**config.mk**
```make
export PLATFORM = sky130hd
export DESIGN_NAME = stk_core
export DESIGN_NICKNAME = d
export VERILOG_FILES = /design/src/rtl/stk_pkg.sv /design/src/rtl/stk_store.sv /design/src/rtl/stk_alu.sv /design/src/rtl/stk_core.sv
export SDC_FILE = /design/constraint.sdc
export NUM_CORES = 1
export LEC_CHECK = 0
export BUFFER_PORTS_ARGS = -buffer_cell sky130_fd_sc_hd__clkbuf_2
export CORE_MARGIN = 2
export CORE_UTILIZATION = 51
export CTS_BUF_LIST = sky130_fd_sc_hd__clkbuf_8
export DETAILED_ROUTE_END_ITERATION = 12
export PLACE_DENSITY = 0.71
export SLEW_MARGIN = 20
export SYNTH_ARGS = -nofsm -noshare
export SYNTH_HDL_FRONTEND = slang
export SYNTH_SLANG_ARGS = --single-unit
```
**constraint.sdc**
```tcl
create_clock -name clk -period 28.5 [get_ports clk]
set_input_delay 1.425 -clock clk [delete_from_list [all_inputs] [get_ports clk]]
set_output_delay 1.425 -clock clk [all_outputs]
set_load 0.05 [all_outputs]
```
**src/rtl/stk_pkg.sv**
```systemverilog
`timescale 1ns/1ps
package stk_pkg;

    localparam int DATA_W = 16;
    localparam int OP_W   = 3;
    localparam int ADDR_W = 12;
    localparam int INSN_W = OP_W + 1 + ADDR_W;

    typedef enum logic [OP_W-1:0] {
        OP_PUSH = 3'd0,
        OP_POP  = 3'd1,
        OP_ADD  = 3'd2,
        OP_SUB  = 3'd3,
        OP_MUL  = 3'd4,
        OP_DIV  = 3'd5,
        OP_NOP  = 3'd6,
        OP_HALT = 3'd7
    } opcode_e;

    typedef struct packed {
        opcode_e             op;
        logic                rsv;
        logic [ADDR_W-1:0]   addr;
    } insn_t;

    typedef enum logic [1:0] {
        ST_FETCH,
        ST_EXEC,
        ST_LOAD,
        ST_HALT
    } core_state_e;

    typedef enum logic [1:0] {
        SK_HOLD,
        SK_PUSH,
        SK_POP,
        SK_FOLD
    } stack_op_e;

    function automatic logic is_arith(input opcode_e op);
        return (op == OP_ADD) || (op == OP_SUB) || (op == OP_MUL) || (op == OP_DIV);
    endfunction

endpackage

```
**src/rtl/stk_store.sv**
```systemverilog
`timescale 1ns/1ps
module stk_store import stk_pkg::*; #(
    parameter int DEPTH = 8,
    parameter int W     = 16
) (
    input  logic                          clk,
    input  logic                          rst,
    input  stack_op_e                     op,
    input  logic [W-1:0]                  wr_data,
    output logic [W-1:0]                  top,
    output logic [W-1:0]                  nxt,
    output logic [$clog2(DEPTH+1)-1:0]    cnt
);
    localparam int CNT_W = $clog2(DEPTH + 1);
    localparam int IDX_W = (DEPTH > 1) ? $clog2(DEPTH) : 1;

    logic [W-1:0]     ent [DEPTH];
    logic [DEPTH-1:0] we_vec;
    logic [IDX_W-1:0] top_i;
    logic [IDX_W-1:0] nxt_i;

    // Entry i is written by a push when i entries are live, or by a fold
    // (two popped, one pushed) when i+2 entries are live.
    for (genvar i = 0; i < DEPTH; i++) begin : g_we
        assign we_vec[i] = ((op == SK_PUSH) && (cnt == CNT_W'(i))) ||
                           ((op == SK_FOLD) && (cnt == CNT_W'(i + 2)));
    end

    always_ff @(posedge clk) begin
        for (int i = 0; i < DEPTH; i++) begin
            if (we_vec[i]) ent[i] <= wr_data;
        end
    end

    always_ff @(posedge clk) begin
        if (rst) begin
            cnt <= '0;
        end else begin
            case (op)
                SK_PUSH: cnt <= cnt + CNT_W'(1);
                SK_POP,
                SK_FOLD: cnt <= cnt - CNT_W'(1);
                default: cnt <= cnt;
            endcase
        end
    end

    assign top_i = IDX_W'(cnt - CNT_W'(1));
    assign nxt_i = IDX_W'(cnt - CNT_W'(2));

    always_comb begin
        top = (cnt >= CNT_W'(1)) ? ent[top_i] : '0;
        nxt = (cnt >= CNT_W'(2)) ? ent[nxt_i] : '0;
    end

endmodule

```
**src/rtl/stk_alu.sv**
```systemverilog
`timescale 1ns/1ps
module stk_alu import stk_pkg::*; #(
    parameter int W = 16
) (
    input  opcode_e        op,
    input  logic [W-1:0]   lhs,
    input  logic [W-1:0]   rhs,
    output logic [W-1:0]   res,
    output logic           div0
);
    logic [2*W-1:0] prod;

    assign prod = lhs * rhs;

    always_comb begin
        res  = '0;
        div0 = 1'b0;
        case (op)
            OP_ADD: res = lhs + rhs;
            OP_SUB: res = lhs - rhs;
            OP_MUL: res = prod[W-1:0];
            OP_DIV: begin
                if (rhs == '0) div0 = 1'b1;
                else           res  = lhs / rhs;
            end
            default: res = '0;
        endcase
    end

endmodule

```
**src/rtl/stk_core.sv**
```systemverilog
`timescale 1ns/1ps
module stk_core import stk_pkg::*; #(
    parameter int DEPTH = 8,
    parameter int PC_W  = 12
) (
    input  logic                 clk,
    input  logic                 rst,
    output logic [PC_W-1:0]      imem_addr,
    input  logic [INSN_W-1:0]    imem_rdata,
    output logic [ADDR_W-1:0]    dmem_addr,
    output logic                 dmem_re,
    output logic                 dmem_we,
    output logic [DATA_W-1:0]    dmem_wdata,
    input  logic [DATA_W-1:0]    dmem_rdata,
    output logic                 halted,
    output logic                 ovf_flag,
    output logic                 unf_flag,
    output logic                 dz_flag
);
    localparam int CNT_W = $clog2(DEPTH + 1);

    insn_t             ir;
    core_state_e       state_q, state_d;
    logic [PC_W-1:0]   pc_q;
    logic              pc_inc;
    logic              set_ovf, set_unf, set_dz;
    stack_op_e         sk_op;
    logic [DATA_W-1:0] sk_wd;
    logic [DATA_W-1:0] top_w, nxt_w, alu_res;
    logic              alu_div0;
    logic [CNT_W-1:0]  depth_cnt;
    logic              rsv_unused;

    assign ir         = insn_t'(imem_rdata);
    assign rsv_unused = ir.rsv;

    stk_store #(.DEPTH(DEPTH), .W(DATA_W)) u_store (
        .clk     (clk),
        .rst     (rst),
        .op      (sk_op),
        .wr_data (sk_wd),
        .top     (top_w),
        .nxt     (nxt_w),
        .cnt     (depth_cnt)
    );

    // Beneath-top is the left operand, top is the right operand.
    stk_alu #(.W(DATA_W)) u_alu (
        .op   (ir.op),
        .lhs  (nxt_w),
        .rhs  (top_w),
        .res  (alu_res),
        .div0 (alu_div0)
    );

    always_comb begin
        state_d    = state_q;
        pc_inc     = 1'b0;
        set_ovf    = 1'b0;
        set_unf    = 1'b0;
        set_dz     = 1'b0;
        sk_op      = SK_HOLD;
        sk_wd      = alu_res;
        dmem_re    = 1'b0;
        dmem_we    = 1'b0;
        dmem_addr  = ir.addr;
        dmem_wdata = top_w;
        case (state_q)
            ST_FETCH: state_d = ST_EXEC;
            ST_EXEC: begin
                state_d = ST_FETCH;
                pc_inc  = 1'b1;
                if (ir.op == OP_PUSH) begin
                    if (depth_cnt == CNT_W'(DEPTH)) begin
                        set_ovf = 1'b1;
                    end else begin
                        dmem_re = 1'b1;
                        pc_inc  = 1'b0;
                        state_d = ST_LOAD;
                    end
                end else if (ir.op == OP_POP) begin
                    if (depth_cnt == '0) begin
                        set_unf = 1'b1;
                    end else begin
                        dmem_we = 1'b1;
                        sk_op   = SK_POP;
                    end
                end else if (is_arith(ir.op)) begin
                    if (depth_cnt < CNT_W'(2)) begin
                        set_unf = 1'b1;
                    end else begin
                        sk_op  = SK_FOLD;
                        set_dz = alu_div0;
                    end
                end else if (ir.op == OP_HALT) begin
                    pc_inc  = 1'b0;
                    state_d = ST_HALT;
                end
            end
            ST_LOAD: begin
                sk_op   = SK_PUSH;
                sk_wd   = dmem_rdata;
                pc_inc  = 1'b1;
                state_d = ST_FETCH;
            end
            default: state_d = ST_HALT;
        endcase
    end

    always_ff @(posedge clk) begin
        if (rst) begin
            state_q  <= ST_FETCH;
            pc_q     <= '0;
            ovf_flag <= 1'b0;
            unf_flag <= 1'b0;
            dz_flag  <= 1'b0;
        end else begin
            state_q <= state_d;
            if (pc_inc)  pc_q     <= pc_q + PC_W'(1);
            if (set_ovf) ovf_flag <= 1'b1;
            if (set_unf) unf_flag <= 1'b1;
            if (set_dz)  dz_flag  <= 1'b1;
        end
    end

    assign imem_addr = pc_q;
    assign halted    = (state_q == ST_HALT);

endmodule

```
# Word-level counts from Yosys, hierarchy flattened
# Memories as Yosys holds them, arrays and structs flattened.
# Cells that the tools add are included.
# classes
shift	0
reduce_logical	40
n_lt_le_gt_ge	3
n_bitwise	0
multipliers	1
n_eq_ne	21
n_div	1
add_sub_neg	6
n_mux	83
# ops
operator	count
$mux W16	11
$reduce_or A16 Y1	7
$pmux W16 S4	1
$mux W1	50
$mux W3	7
$mux W2	10
$add A16 B16 Y16	1
$div A16 B16 Y16	1
$eq A4 B3 Y1 const B	4
$logic_and A1 B1 Y1	16
$logic_not A16 Y1	1
$mul A16 B16 Y16	1
$sub A16 B16 Y16	1
$add A12 B1 Y12 const B	1
$logic_or A1 B1 Y1	11
$eq A3 B3 Y1 const B	3
$eq A2 B2 Y1 const B	4
$eq A4 B2 Y1 const B	2
$eq A4 B4 Y1 const B	2
$pmux W4 S2	1
$eq A3 B2 Y1 const B	2
$pmux W2 S3	1
$add A4 B1 Y4 const B	1
$eq A2 B1 Y1 const B	2
other kinds (14)	14
# word_totals
ramBits	128
regBits	21
memories	1
inputBits	34
output_inout_bits	46
wordCells	162
mem_bits_ro	0
latchBits	0
# mem_list
name	depth	width	rd	rd_ports_with_merged_regs	wr	line	source
u_store.ent	8	16	2	0	1	stk_store.sv:17	logic [W-1:0] ent [DEPTH];

# Logic depth before layout (Yosys ltp)
# logic_depth
depth_word	21
depth_mapped	164
mapped_depth_nobuf	143

# Cells and area by module
# Synthesis repeated with hierarchy kept, for this count alone.
# hier_totals
hier_cells	2132
area_unflattened_um2	19563.8
# by_module_without_submodules
module	n_inst	seq_area_each_um2	area_per_inst_um2	cells_per_inst
stk_alu	1	0.0	11961.5	1620
stk_store	1	3923.8	6402.4	371
stk_core	1	340.3	1199.9	141

# Least setup slack after synthesis
# No wires, ideal clock.
# synth_path
kind	reg2reg
from	register u_store.cnt[1]
to	memory u_store.ent[0][0] (data pin)
path_buffers	19
stages_incl_launch_ff	153
path_slack_ps	-2052
required_ps	28173
period_less_slack_ps	30552
arrival_time_ps	30225
setup_ps	327
cell_sequence	dfxtp_1 buf_2 buf_1 buf_2 buf_2 inv_1 ha_1 buf_2 buf_2 buf_2 mux2i_1 mux2_2 o21a_1 inv_1 clkbuf_1 nor2_1 a21oi_1 a21oi_1 [... 117 more ...] a21boi_0 o21ai_0 a21oi_1 clkbuf_1 mux2i_1 ha_1 a21boi_0 o21a_1 o21ai_0 nand2b_1 a21oi_1 nor2b_1 o21ai_0 nand2b_1 a21oi_1 o211ai_1 a31oi_1 o221ai_1
# synth_via
word_cells_on_any_way	76
classes_between	add/sub: 4; mul: 1; div: 1; order compare: 3; eq/ne: 10; mux: 30; reduce/logical: 26; memory: 1
# synth_lines
item	line	source
start, declared	stk_store.sv:12	output logic [$clog2(DEPTH+1)-1:0] cnt
start signal, assigned	stk_store.sv:40	SK_PUSH: cnt <= cnt + CNT_W'(1);
start signal, assigned	stk_store.sv:42	SK_FOLD: cnt <= cnt - CNT_W'(1);
start signal, assigned	stk_store.sv:43	default: cnt <= cnt;
$sub A4 B1 Y4	--	
$mem_v2 Z8 W16	--	
$mux W16 (*)	stk_store.sv:52	top = (cnt >= CNT_W'(1)) ? ent[top_i] : '0;
net dmem_wdata[1]	stk_core.sv:13	output logic [DATA_W-1:0] dmem_wdata,
$div A16 B16 Y16 / $logic_not A16 Y1 (equally long branches)	stk_alu.sv:24, stk_alu.sv:23	
$mux W16 (*)	stk_alu.sv:23	if (rhs == '0) div0 = 1'b1;
$pmux W16 S4 (*)	stk_alu.sv:18	case (op)
$mux W16 (*)	stk_core.sv:68	case (state_q)
net sk_wd[0]	stk_core.sv:28	logic [DATA_W-1:0] sk_wd;
$mux W16 (no line) (6 in series)	--	
$mux W16 (no line) (*)	--	
end, declared	stk_store.sv:17	
# Mark *: on every way through the listed nets, which the timed path passes. The rest lies on a longest branch.

# Final worst setup path
# layout_path
from	register u_store.cnt[0]
to	memory u_store.ent[3][0] (data pin)
# layout_via
word_cells_on_any_way	76
classes_between	add/sub: 4; mul: 1; div: 1; order compare: 3; eq/ne: 10; mux: 30; reduce/logical: 26; memory: 1
# layout_lines
item	line
$sub A4 B1 Y4 / $sub A3 B2 Y3 (equally long branches)	--
$mem_v2 Z8 W16	--
$mux W16 (on tied branches)	stk_store.sv:52, stk_store.sv:53
$div A16 B16 Y16 / $logic_not A16 Y1 (equally long branches)	stk_alu.sv:24, stk_alu.sv:23
$mux W16	stk_alu.sv:23
$pmux W16 S4 (*)	stk_alu.sv:18
$mux W16 (*)	stk_core.sv:68
net sk_wd[0]	stk_core.sv:28
$mux W16 (no line) (6 in series)	--
$mux W16 (no line) (*)	--
# Marked as above.

==> impl_metrics.toml <==
[status]
status = "completed"

[finish]
synthToLayoutAreaGrowth_pct = 25.45
final_cells = 2989
n_fill_cell = 2987
regArea_um2 = 4269
nets = 2805
multi_input_area_um2 = 14630
drive_gt1_frac = 0.2971

[floorplanning]
initial_core_util = 0.5134
die_h_um = 198.0
num_rows = 71
die_w_um = 198.0
core_area_um2 = 37400
io_pins = 80
die-area_um2 = 39210

[setup_path]
max_stage_delay_ns = 0.56
critPathArrivalTime_ns = 27.90
cp_common_cell = "a21oi_2"
start_kind = "register"
cp.required_ns = 28.72
cp-end-kind = "register"
critPathLaunch = "u_store.cnt[0]$_SDFFE_PP0P_"
cp_slowest_cell = "mux4_2"
critPathKind = "register to register"
reg2reg_from = "u_store.cnt[0]$_SDFFE_PP0P_"
cp_max_fo = 8
rrSetupSlack_ns = 0.82

[clock_tree]
clk_path_buf_depth = 3
clkTransAtPathRegs_ns = 0.06
cts_tree = "yes"
htree_levels = 4
cts_root_buffer = "clkbuf_8"
hold_buffers = 0
cts-buffers-inserted = 25
clock-sinks = 149
clk_latency_ns = 0.48

[placed_design]
dp_hpwl_mm = 45.82
dp_cells = 2889
place_congestion = 1.035
dp_slack_ns = -0.6759
port_buffers = 54

[logic_synthesis]
synth-xor-area-share = 0.06204
synth_mux_area_frac = 0.1141
ys_types = 85
synthesis.area_um2 = 19200
synthArstFlopShare = 0
synth-edff-count = 128
yosysTopAreaCellShare = 0.2002
synth_compound_area_frac = 0.1627
yosysMostFrequentCell = "ha_1"
ys_seq_area_frac = 0.2221
synth_seq_cells = 149
synthCells = 2096
synthFlopType = "edfxtp_1"
synth_top_area_cell = "edfxtp_1"
synthTopCellsByCount = "ha_1 (218), nor2_1 (211), nand2_1 (187)"
synth_adder_area_share = 0.2265
synth_area_leaders = "edfxtp_1 (20%), ha_1 (14%), fa_1 (8.4%), mux4_2 (7.2%), xnor2_1 (4.2%)"
yosys_warnings = 0
synth_top_family_by_area = "adder cells"
syn-num-nets = 2429
synth.avg_cell_area_um2 = 9.160
yosys.area_share.simple = 0.1503

[flow_run]
maxCapViolations = 0

[sta]
skew_ns = 0.01998
setup_viol = 0
hold_violations = 0
slew_violations = 0
fmax_mhz = 36.13
relSlewSlack = 0.1810
setup_ws_ns = 0.8185
setup_tns_ns = 0
worst_pin_slew_ns = 1.216
min_period_ns = 27.68
period_share = 0.9713

[worst_hold_path]
hp-class = "register to register"
min_from = "ovf_flag$_SDFFE_PP0P_"

[global_routing]
track_usage = 0.3076
grt_pass1_vias = 17810
antenna_found_initial = 1
grt_overflow_total = 0
grt_max_degree = 39
grt_pass1_wl_mm = 93.87

[detailed_routing]
post_drt_wl_per_cell_um = 21.00
route.detailed.drc = 0
num_vias = 18030
postRouteAntennaNets = 0
totalWireLength_mm = 62.78
post_drt_via_cell_ratio = 6.032
drt_iter0_markers = 1396
drt_pass1_iterations = 6
[stage by stage]
| step | util | hold slack [ns] | cell area (um^2) |
|---|---|---|---|
| final | 0.6440 | 0.4707 | 24090 |
| after CTS | 0.6076 | 0.4784 | 22720 |
| after global routing | 0.6440 | 0.4882 | 24090 |
| after floorplan | - | 0.6307 | 19290 |
| after detailed placement | 0.5939 | 0.4654 | 22210 |
| after global placement | 0.5939 | 0.4566 | 22210 |
[what timing repair did]
action / 4_1_cts / 5_1_grt
resized for setup: 20 / 168
endpoints found under the setup margin: 8 / 16
buffers inserted: 5 / 55
pin swaps: 8 / 110
cloned: 1 / 6
[area by class of cell]
type / instances / share of cell area
multi-input combinational: 1662 / 0.6075
sequential: 149 / 0.1772
timing repair buffer: 444 / 0.1430
inverter: 190 / 0.02982
tap: 511 / 0.02654
clock buffer: 26 / 0.01486
clock inverter: 6 / 0.0009870
antenna: 1 / 0.0001039
[worst max-delay path, delay by kind of cell, from the launching register on]
family | cells | cell delay (ns)
multiplexers | 6 | 1.80
XOR/XNOR | 1 | 0.17
flip-flops | 1 | 0.37
AND/OR/NAND/NOR | 34 | 4.46
AO/OA/AOI/OAI | 75 | 13.98
adder cells (fa/ha/maj) | 16 | 4.52
buffers and inverters | 15 | 2.08
[layer usage]
layer / routed length [um] / vias to the layer above / global-route usage / part of all wire
met5: 0 / - / 0 / 0
met4: 2858 / 0 / 0.1323 / 0.046
met3: 4460 / 192 / 0.03747 / 0.071
met2: 30980 / 761 / 0.5432 / 0.49
met1: 24480 / 8795 / 0.3790 / 0.39
li1: - / 8281 / - / -
[registers in the layout, indices dropped and copies added, names as in the netlist]
name	cells
u_store.ent	128
imem_addr	12
dz_flag	1
unf_flag	1
u_store.cnt	4
ovf_flag	1
state_q	2
[cell usage in the layout (no fill, tap or decap), types with 44 or more instances in the layout]
cell type	synthesis	routed
inv_1	184	183
ha_1	218	194
edfxtp_1	128	128
a21o_1	44	44
mux4_2	61	61
clkbuf_2	0	54
nand2_1	187	181
a21oi_1	90	69
o21ai_0	93	65
buf_4	17	362
xor2_1	44	44
xnor2_1	92	91
nor2_1	211	199
o21a_1	53	52
nor3_1	54	48
fa_1	81	81
[cell families (layout without fill, tap and decap cells)]
group	Yosys count	in the layout
compound gates	461	461
xor+xnor	136	136
fa+ha+maj	299	299
buf+inv	285	666
flops	149	149
mux	133	133
other cells	0	1
simple gates	633	633
[path summary, 6_finish.rpt]
path | cells after the start | to
hold reg to reg | 2 | ovf_flag$_SDFFE_PP0P_
setup / recovery | 147 | u_store.ent[3][0]$_DFFE_PP_
setup reg to reg | 147 | u_store.ent[3][0]$_DFFE_PP_
hold / removal | 2 | ovf_flag$_SDFFE_PP0P_
Power is not shown: default switching activity piles up to over one toggle a cycle in this logic, so the estimate is an artifact.
